**config.mk**
```make
export PLATFORM = sky130hd
export DESIGN_NAME = crc_dma_engine
export DESIGN_NICKNAME = d
export VERILOG_FILES = /design/src/rtl/crcdma_pkg.sv /design/src/rtl/crcdma_regs.sv /design/src/rtl/crcdma_fetch.sv /design/src/rtl/crcdma_core.sv /design/src/rtl/crc_dma_engine.sv
export SDC_FILE = /design/constraint.sdc
export NUM_CORES = 1
export LEC_CHECK = 0
export BUFFER_PORTS_ARGS = -buffer_cell sky130_fd_sc_hd__buf_2
export CELL_PAD_IN_SITES_DETAIL_PLACEMENT = 0
export CELL_PAD_IN_SITES_GLOBAL_PLACEMENT = 1
export CORE_ASPECT_RATIO = 1.25
export CORE_MARGIN = 2
export CORE_UTILIZATION = 47
export CTS_BUF_LIST = sky130_fd_sc_hd__clkbuf_16
export DETAILED_ROUTE_END_ITERATION = 12
export HOLD_SLACK_MARGIN = 0.03
export PLACE_DENSITY_LB_ADDON = 0.1
export SYNTH_ARGS = -nofsm -noshare
export SYNTH_HDL_FRONTEND = slang
export SYNTH_HIERARCHICAL = 1
export SYNTH_SLANG_ARGS = --single-unit
```
**constraint.sdc**
```tcl
create_clock -name clk -period 6.9 [get_ports clk]
set_input_delay 0.69 -clock clk [delete_from_list [all_inputs] [get_ports clk]]
set_output_delay 0.69 -clock clk [all_outputs]
set_load 0.02 [all_outputs]
```
**src/rtl/crcdma_pkg.sv**
```systemverilog
package crcdma_pkg;

    localparam int CRC_W = 16;
    localparam logic [CRC_W-1:0] CRC_POLY = 16'h1021;

    localparam logic [4:0] OFS_CTRL   = 5'h00;
    localparam logic [4:0] OFS_STAT   = 5'h04;
    localparam logic [4:0] OFS_BASE   = 5'h08;
    localparam logic [4:0] OFS_COUNT  = 5'h0C;
    localparam logic [4:0] OFS_SEED   = 5'h10;
    localparam logic [4:0] OFS_RESULT = 5'h14;

    typedef enum logic {
        RUN_IDLE = 1'b0,
        RUN_ACTIVE = 1'b1
    } run_state_e;

    typedef struct packed {
        logic [31:0]      base;
        logic [15:0]      count;
        logic [CRC_W-1:0] seed;
    } job_cfg_t;

    // Advance a remainder (data already folded in) by nbits shift steps.
    function automatic logic [CRC_W-1:0] crc_advance(input logic [CRC_W-1:0] r,
                                                      input int nbits);
        logic [CRC_W-1:0] t;
        t = r;
        for (int i = 0; i < CRC_W; i++) begin
            if (i < nbits) begin
                t = t[CRC_W-1] ? ({t[CRC_W-2:0], 1'b0} ^ CRC_POLY)
                               : {t[CRC_W-2:0], 1'b0};
            end
        end
        return t;
    endfunction

endpackage

```
**src/rtl/crcdma_regs.sv**
```systemverilog
module crcdma_regs
    import crcdma_pkg::*;
(
    input  logic                 clk,
    input  logic                 rst,
    input  logic                 bus_sel,
    input  logic                 bus_wr,
    input  logic [4:0]           bus_addr,
    input  logic [31:0]          bus_wdata,
    output logic [31:0]          bus_rdata,
    input  logic                 busy,
    input  logic                 done,
    input  logic [CRC_W-1:0]     result,
    output job_cfg_t             cfg,
    output logic                 irq_en,
    output logic                 go_pulse,
    output logic                 clr_done
);

    logic wr_en;
    assign wr_en    = bus_sel && bus_wr;
    assign go_pulse = wr_en && (bus_addr == OFS_CTRL) && bus_wdata[0];
    assign clr_done = wr_en && (bus_addr == OFS_STAT) && bus_wdata[1];

    always_ff @(posedge clk) begin
        if (rst) begin
            cfg    <= '0;
            irq_en <= 1'b0;
        end else if (wr_en) begin
            case (bus_addr)
                OFS_CTRL:  irq_en    <= bus_wdata[1];
                OFS_BASE:  cfg.base  <= bus_wdata;
                OFS_COUNT: cfg.count <= bus_wdata[15:0];
                OFS_SEED:  cfg.seed  <= bus_wdata[CRC_W-1:0];
                default: ;
            endcase
        end
    end

    always_comb begin
        bus_rdata = '0;
        if (bus_sel && !bus_wr) begin
            case (bus_addr)
                OFS_CTRL:   bus_rdata = {30'd0, irq_en, 1'b0};
                OFS_STAT:   bus_rdata = {30'd0, done, busy};
                OFS_BASE:   bus_rdata = cfg.base;
                OFS_COUNT:  bus_rdata = {16'd0, cfg.count};
                OFS_SEED:   bus_rdata = {{(32-CRC_W){1'b0}}, cfg.seed};
                OFS_RESULT: bus_rdata = {{(32-CRC_W){1'b0}}, result};
                default:    bus_rdata = '0;
            endcase
        end
    end

endmodule

```
**src/rtl/crcdma_fetch.sv**
```systemverilog
module crcdma_fetch #(
    parameter int ADDR_W = 32,
    parameter int CNT_W  = 16,
    parameter int DATA_W = 16
) (
    input  logic              clk,
    input  logic              rst,
    input  logic              start,
    input  logic [ADDR_W-1:0] start_addr,
    input  logic [CNT_W-1:0]  start_count,
    output logic              mem_req,
    output logic [ADDR_W-1:0] mem_addr,
    input  logic              mem_valid,
    input  logic [DATA_W-1:0] mem_rdata,
    input  logic              take,
    output logic              buf_valid,
    output logic [DATA_W-1:0] buf_data,
    output logic              drained
);

    localparam int STRIDE = DATA_W / 8;

    logic [CNT_W-1:0]  left_q;
    logic [ADDR_W-1:0] addr_q;
    logic              pend_q;

    assign mem_req  = (left_q != '0) && !pend_q && !buf_valid;
    assign mem_addr = addr_q;
    assign drained  = (left_q == '0) && !pend_q && !buf_valid;

    always_ff @(posedge clk) begin
        if (rst) begin
            left_q    <= '0;
            addr_q    <= '0;
            pend_q    <= 1'b0;
            buf_valid <= 1'b0;
            buf_data  <= '0;
        end else if (start) begin
            left_q    <= start_count;
            addr_q    <= start_addr;
            pend_q    <= 1'b0;
            buf_valid <= 1'b0;
        end else begin
            if (mem_req) begin
                pend_q <= 1'b1;
                addr_q <= addr_q + ADDR_W'(STRIDE);
                left_q <= left_q - 1'b1;
            end
            if (mem_valid && pend_q) begin
                pend_q    <= 1'b0;
                buf_valid <= 1'b1;
                buf_data  <= mem_rdata;
            end else if (take) begin
                buf_valid <= 1'b0;
            end
        end
    end

endmodule

```
**src/rtl/crcdma_core.sv**
```systemverilog
module crcdma_core
    import crcdma_pkg::*;
#(
    parameter int STEP = 4
) (
    input  logic             clk,
    input  logic             rst,
    input  logic             load,
    input  logic [CRC_W-1:0] seed,
    input  logic             take,
    input  logic [CRC_W-1:0] word,
    output logic [CRC_W-1:0] rem,
    output logic             active
);

    localparam int NSTEP = CRC_W / STEP;
    localparam int PH_W  = $clog2(NSTEP + 1);

    logic [PH_W-1:0] ph_q;

    always_ff @(posedge clk) begin
        if (rst) begin
            rem    <= '0;
            active <= 1'b0;
            ph_q   <= '0;
        end else if (load) begin
            rem    <= seed;
            active <= 1'b0;
            ph_q   <= '0;
        end else if (take) begin
            rem    <= crc_advance(rem ^ word, STEP);
            active <= (NSTEP > 1);
            ph_q   <= PH_W'(1);
        end else if (active) begin
            rem <= crc_advance(rem, STEP);
            if (ph_q == PH_W'(NSTEP - 1)) begin
                active <= 1'b0;
            end else begin
                ph_q <= ph_q + 1'b1;
            end
        end
    end

endmodule

```
**src/rtl/crc_dma_engine.sv**
```systemverilog
module crc_dma_engine
    import crcdma_pkg::*;
#(
    parameter int STEP = 4
) (
    input  logic        clk,
    input  logic        rst,
    input  logic        bus_sel,
    input  logic        bus_wr,
    input  logic [4:0]  bus_addr,
    input  logic [31:0] bus_wdata,
    output logic [31:0] bus_rdata,
    output logic        mem_req,
    output logic [31:0] mem_addr,
    input  logic        mem_valid,
    input  logic [15:0] mem_rdata,
    output logic        irq
);

    run_state_e       state_q;
    logic             done_q;
    logic [CRC_W-1:0] result_q;
    job_cfg_t         cfg;
    logic             irq_en, go_pulse, clr_done;
    logic             busy, go_ok, launch, take, finish;
    logic             buf_valid, drained, core_active;
    logic [15:0]      buf_data;
    logic [CRC_W-1:0] rem;

    assign busy   = (state_q == RUN_ACTIVE);
    assign go_ok  = go_pulse && !busy;
    assign launch = go_ok && (cfg.count != '0);
    assign take   = busy && buf_valid && !core_active;
    assign finish = busy && drained && !core_active;
    assign irq    = done_q && irq_en;

    crcdma_regs u_regs (
        .clk(clk), .rst(rst),
        .bus_sel(bus_sel), .bus_wr(bus_wr), .bus_addr(bus_addr),
        .bus_wdata(bus_wdata), .bus_rdata(bus_rdata),
        .busy(busy), .done(done_q), .result(result_q),
        .cfg(cfg), .irq_en(irq_en), .go_pulse(go_pulse), .clr_done(clr_done)
    );

    crcdma_fetch #(.ADDR_W(32), .CNT_W(16), .DATA_W(16)) u_fetch (
        .clk(clk), .rst(rst),
        .start(launch), .start_addr(cfg.base), .start_count(cfg.count),
        .mem_req(mem_req), .mem_addr(mem_addr),
        .mem_valid(mem_valid), .mem_rdata(mem_rdata),
        .take(take), .buf_valid(buf_valid), .buf_data(buf_data),
        .drained(drained)
    );

    crcdma_core #(.STEP(STEP)) u_core (
        .clk(clk), .rst(rst),
        .load(launch), .seed(cfg.seed),
        .take(take), .word(buf_data),
        .rem(rem), .active(core_active)
    );

    always_ff @(posedge clk) begin
        if (rst) begin
            state_q  <= RUN_IDLE;
            done_q   <= 1'b0;
            result_q <= '0;
        end else if (go_ok) begin
            if (cfg.count == '0) begin
                done_q   <= 1'b1;
                result_q <= cfg.seed;
            end else begin
                done_q  <= 1'b0;
                state_q <= RUN_ACTIVE;
            end
        end else if (finish) begin
            result_q <= rem;
            done_q   <= 1'b1;
            state_q  <= RUN_IDLE;
        end else if (clr_done) begin
            done_q <= 1'b0;
        end
    end

endmodule

```
==> flow_summary.toml, run 1 <==
[outcome]
status = "finished, final reports clean"

[clock_tree]
cts-buffers-inserted = 17
clk_pin_slew_ns = 0.07
postCtsSetupBuffers = 0
cts.htree.levels = 4
clk_latency_ns = 0.44
cts_tree = "built"
cts_resized = 0
cts_hold_buf = 0
cts_max_path_buffers = 2
root_buffer = "clkbuf_16"
cts.sinks = 169

[yosys]
synthAdderAreaFrac_pct = 0.532
synth_edf_count = 0
synth-simple-area-share_pct = 26.7
yosys_register_bits = 169
yosysSeqAreaShare_pct = 35.9
syn_avg_cell_area_um2 = 8.45
synth_ff_type = "dfxtp_1"
synth_cells = 1114
yosys_warnings = 6
synth_cell_types = 78
synthXorXnorAreaFrac_pct = 4.00
synth.cell_area_um2 = 9410
syn-num-nets = 1176
synth_top_family_by_area = "simple AND/OR/NAND/NOR gates"
synth-async-reset-ratio_pct = 0
synth_compound_area_share_pct = 20.9
synthMuxAreaShare_pct = 5.70

[setup_path]
cp_cell_sequence = "buf_2 -> and3b_1 -> buf_4 -> and3_1 -> nand2b_4 -> a41o_1 -> clkinv_1 -> buf_4 -> nor2_1 -> nand2_1 -> a21oi_1"
worst_path_max_delay_cell = "nor2_1"
worstSetupStartpointType = "input pin"
cp_common_cell = "buf_4"
crit_family = "simple AND/OR/NAND/NOR gates"
max_stage_delay_ns = 0.80
criticalPathCategory = "in2reg"
critPathMaxFanout = 34
crit_arrival_ns = 4.09
end_kind = "flip-flop"
startpoint = "bus_wr"
cp_num_buf_inv = 4
r2r_start = "u_regs/cfg[17]"
critPathRequiredTime_ns = 7.25

[floorplan]
io_pins = 124
core_area_um2 = 19500
die-width_um = 131
chipHeight_um = 162
rows = 57
dieArea_um2 = 21200
floorplan.initialDensity_pct = 48.2

[power]
power.leakage_nw = 3.95
p_per_area_nw_per_um2 = 249
ir_worst_vdd_mv = 0.172

[timing]
period_needed_ns = 3.74
fmax_mhz = 267
fin_skew_ns = 0.0128
rsz0062_at_grt = "false"
worst_slew_pin_slew_ns = 1.19
slew_violations = 0
setup_violations = 0
fin_crit_sh_pct = 54.3
hold_violations = 0
tns_ns = 0
maxSlewHeadroom_pct = 20.6
fin_ws_ns = 3.16

[flow_run]
drv_cap = 0

[route]
wl_um = 29500
first_iter_violations = 687
drcViolationCount = 0
ant_nets = 0
vias_per_cell = 5.87
wire_per_inst_um = 20.4
via_count = 8494
first_pass_iters = 5

[grt]
grt_pass1_wl_um = 45000
busiest_layer = "met2"
use_met2_pct = 47.3
grt_use_total_pct = 27.7
grt_max_degree = 124
grt.overflow.total = 0
antenna_found_initial = 1
met1_usage_pct = 34.5
use_met3_pct = 4.15
grt_pass1_vias = 7873

[place]
placed_cell_area_um2 = 9970
hpwl_um = 20400
place_congestion = 0.845
post-place-ws_ns = 2.71
port_buffers = 123

[cells_and_area]
layout_common_cells = "169 x dfxtp_1, 122 x buf_2, 83 x a21oi_1"
syn_to_final_growth_pct = 12.2
nets = 1231
layout_commonest_cell = "dfxtp_1"
drive_gt1_share_pct = 19.0
final_area_um2 = 10600

[min_path]
hp-start = "u_fetch/buf_data[1]"
worstHoldPathType = "reg2reg"
-- routing by layer --
metal | part of all wire (%) | wire [µm]
met3 | 4.3 | 1260
met5 | 0 | 0
met2 | 50 | 14800
met1 | 42 | 12400
met4 | 3.5 | 1030
-- area by class of cell --
type / instances / area (µm²)
Antenna cell: 1 / 2.50
Clock buffer: 17 / 425
Clock inverter: 15 / 165
Fill cell: 1958 / 8980
Inverter: 24 / 90.1
Multi-Input combinational cell: 822 / 5450
Sequential cell: 169 / 3380
Tap cell: 265 / 332
Timing Repair Buffer: 135 / 712
-- state kept, by name, summed over array words and instances, names as in the netlist --
register           count
u_core/rem            16
done_q                 1
u_regs/irq_en          1
u_fetch/buf_valid      1
u_core/ph_q            3
u_regs/cfg            64
u_core/active          1
u_fetch/pend_q         1
u_fetch/buf_data      16
busy                   1
u_fetch/left_q        16
u_fetch/mem_addr      32
result_q              16
-- synthesized netlist by cell type, drive strengths merged, types with 18 or more instances --
cell type | count | share of area (%)
inv | 23 | 0.92
dfxtp | 169 | 36
nand3 | 66 | 3.5
mux2i | 48 | 5.1
and2 | 21 | 1.4
xnor2 | 30 | 2.8
a21oi | 83 | 4.4
clkbuf | 58 | 2.3
nor2b | 18 | 1.2
o21ai | 53 | 2.8
nor4 | 26 | 2.5
a211oi | 39 | 3.3
nand2 | 54 | 2.2
buf | 41 | 2.9
a21o | 18 | 1.4
nor3 | 69 | 4.3
nor2 | 75 | 3.1
nand2b | 41 | 2.8
-- kinds of logic (layout without fill, tap and decap cells) --
logic type / after synthesis / count (layout)
other: 0 / 1
and+or+nand+nor: 437 / 437
adders and majority gates: 4 / 4
DFF: 169 / 169
AOI/OAI and AO/OA: 286 / 286
buffers and inverters: 123 / 191
muxes: 52 / 52
xor gates and xnor gates: 43 / 43
-- worst reg2reg max path, stage by stage (launching register included) --
cell	delay [ns]
dfxtp_1	0.41
nor4_4	0.38
a41o_1	0.82
clkinv_1	0.23
buf_4	0.27
nor2_1	0.81
nand2_1	0.12
a21oi_1	0.19
-- power breakdown --
| group | switching [W] | internal [W] |
|---|---|---|
| Sequential | 0.0000709 | 0.00103 |
| Combinational | 0.000340 | 0.000213 |
| Clock | 0.000439 | 0.000542 |
-- metrics by stage --
step / total power, W / std cells / util (%) / hold slack [ns]
floorplan: 0.00153 / 1114 / - / 0.448
global placement: 0.00167 / 1415 / 51.0 / 0.457
detailed placement: 0.00167 / 1415 / 51.0 / 0.462
CTS: 0.00264 / 1447 / 54.0 / 0.469
global route: 0.00275 / 1447 / 54.0 / 0.485
finish: 0.00263 / 1448 / 54.1 / 0.470
-- path summary, 6_finish.rpt --
kind | endpoint | slack [ns] | depth (start not counted)
worst max-delay path | u_fetch/buf_data[4] | 3.16 | 11
worst min-delay path | u_fetch/buf_data[1] | 0.47 | 2
worst max register to register | u_fetch/buf_data[4] | 3.59 | 7
worst min register to register | u_fetch/buf_data[1] | 0.47 | 2
Note: power is estimated with default switching activity, not from simulation.
==> inputs of run 2 (changes only) <==
CORE_UTILIZATION = 44   (was 47)
clock period = 3.9 ns   (was 6.9 ns; I/O delays follow)
==> run 2 against run 1 <==
Register-to-register slack worse by 2.8 ns; sequential power up 78%; cell count up 1.0%; sequential share of layout area down 0.22 points; first-iteration DRC count is 2.2% lower; non-clock buffer count increased by 7; hold slack lost 0.28 ns; setup slack got worse by 2.4 ns; via count about the same; global-route usage down 1.5 points; total power increased by 77%; count of clock-buffer cells in the layout unchanged; critical endpoint is now result_q[5]; largest power group unchanged.
==> flow_summary.toml, run 2 (synthesis results as in run 1) <==
[outcome]
status = "finished, final reports clean"

[clock_tree]
root_buffer = "clkbuf_16"
clk_latency_ns = 0.43
cts.htree.levels = 4
cts-buffers-inserted = 17
cts.sinks = 169
clk_pin_slew_ns = 0.07
cts_max_path_buffers = 2
cts_resized = 0
postCtsSetupBuffers = 0
cts_tree = "built"
cts_hold_buf = 0

[setup_path]
endpoint = "result_q[5]"
r2r_start = "u_fetch/left_q[0]"
r2r_slack_ns = 0.75
worstSetupStartpointType = "flip-flop"
r2r_cells = 10
end_kind = "flip-flop"
criticalPathCategory = "reg2reg"
critPathMaxFanout = 16
crit_arrival_ns = 3.49
r2r_end = "result_q[5]"
startpoint = "u_fetch/left_q[0]"
critPathRequiredTime_ns = 4.24

[timing]
fmax_mhz = 317
worst_slew_pin_slew_ns = 0.993
fin_skew_ns = 0.0141
rsz0062_at_grt = "false"
fin_ws_ns = 0.749
setup_violations = 0
maxSlewHeadroom_pct = 33.8
period_needed_ns = 3.15
slew_violations = 0
hold_violations = 0
tns_ns = 0
fin_crit_sh_pct = 80.8

[floorplan]
dieArea_um2 = 22600
die-width_um = 135
floorplan.initialDensity_pct = 45.1
rows = 59
chipHeight_um = 168
io_pins = 124
core_area_um2 = 20900

[grt]
grt.overflow.total = 0
grt_pass1_wl_um = 46100
grt_max_degree = 118
antenna_found_initial = 1
grt_pass1_vias = 7909
grt_use_total_pct = 26.2

[cells_and_area]
seqCellArea_um2 = 3380
multi_input_area_um2 = 5450
largest_reg_flops = 64
regMostFlops = "u_regs/cfg"
layout_common_cells = "169 x dfxtp_1, 122 x buf_2, 83 x a21oi_1"
fill_cells = 2082
num_antenna_cells = 0
syn_to_final_growth_pct = 13.0
drive_gt1_share_pct = 19.6
final_area_um2 = 10600
layout_commonest_cell = "dfxtp_1"
nets = 1238

[place]
port_buffers = 123
placed_cell_area_um2 = 10000
place_congestion = 0.859
post-place-ws_ns = 0.755
hpwl_um = 21000

[route]
wire_per_inst_um = 20.5
via_count = 8486
first_pass_iters = 5
wl_um = 30000
vias_per_cell = 5.80
first_iter_violations = 672
drcViolationCount = 0
ant_nets = 0

[power]
p_per_area_nw_per_um2 = 440
fin_total_pwr_w = 0.00468
power.leakage_nw = 3.98
ir_worst_vdd_mv = 0.314

[min_path]
worstHoldPathType = "in2reg"

[flow_run]
drv_cap = 0
## run 2: cell count changes in the layout (fill, tap and decap cells not counted), sizes merged
cell and change:
clkinv +1, diode -1, buf +7, inv -1
## run 2: area by class of cell
cell class | count | share of cell area, %
Clock inverter | 15 | 1.54
Timing Repair Buffer | 142 | 7.30
Inverter | 24 | 0.847
Sequential cell | 169 | 31.8
Clock buffer | 17 | 4.00
Multi-Input combinational cell | 822 | 51.3
Tap cell | 274 | 3.22
## run 2: worst min path at each step
stage	from	endpoint	slack, ns	cells past startpoint
after floorplan	u_fetch/buf_data[11]	u_fetch/buf_data[11]	0.45	2
after CTS	mem_rdata[2]	u_fetch/buf_data[2]	0.18	3
final	mem_rdata[2]	u_fetch/buf_data[2]	0.19	3
after detailed placement	u_fetch/buf_data[11]	u_fetch/buf_data[11]	0.46	2
after global routing	mem_rdata[2]	u_fetch/buf_data[2]	0.19	3
after global placement	u_fetch/buf_data[11]	u_fetch/buf_data[11]	0.46	2
## run 2: stage by stage
| step | hold WS (ns) | utilization [%] | cells |
|---|---|---|---|
| detailed placement | 0.463 | 48.1 | 1431 |
| finish | 0.187 | 50.9 | 1463 |
| global placement | 0.460 | 48.1 | 1431 |
| global route | 0.189 | 50.9 | 1463 |
| floorplan | 0.448 | - | 1114 |
| CTS | 0.177 | 50.9 | 1463 |
## run 2: per-layer routing
layer	GRT usage [%]	wire, µm	vias up	share of wire (%)
li1	-	-	4176	-
met1	32.9	12900	4033	43
met2	44.1	14700	229	49
met3	4.90	1350	46	4.5
met4	10.4	1090	2	3.6
met5	0	13	-	0.043
## run 2: worst max-delay path, stage by stage (launching register included)
cell and delay [ns]:
dfxtp_1 0.33, inv_1 0.06, ha_1 0.18, or3b_2 0.52
or3_4 0.37, or3_4 0.35, nor2_1 0.19, and3b_1 0.61
a21o_1 0.22, a22oi_1 0.06, nor3_1 0.17
## run 2: where the power goes
| part | total [W] | internal [W] | switching [W] |
|---|---|---|---|
| clock network | 0.00172 | 0.000958 | 0.000764 |
| registers | 0.00196 | 0.00182 | 0.000135 |
| logic | 0.000994 | 0.000387 | 0.000607 |
| total | 0.00468 | 0.00317 | 0.00151 |
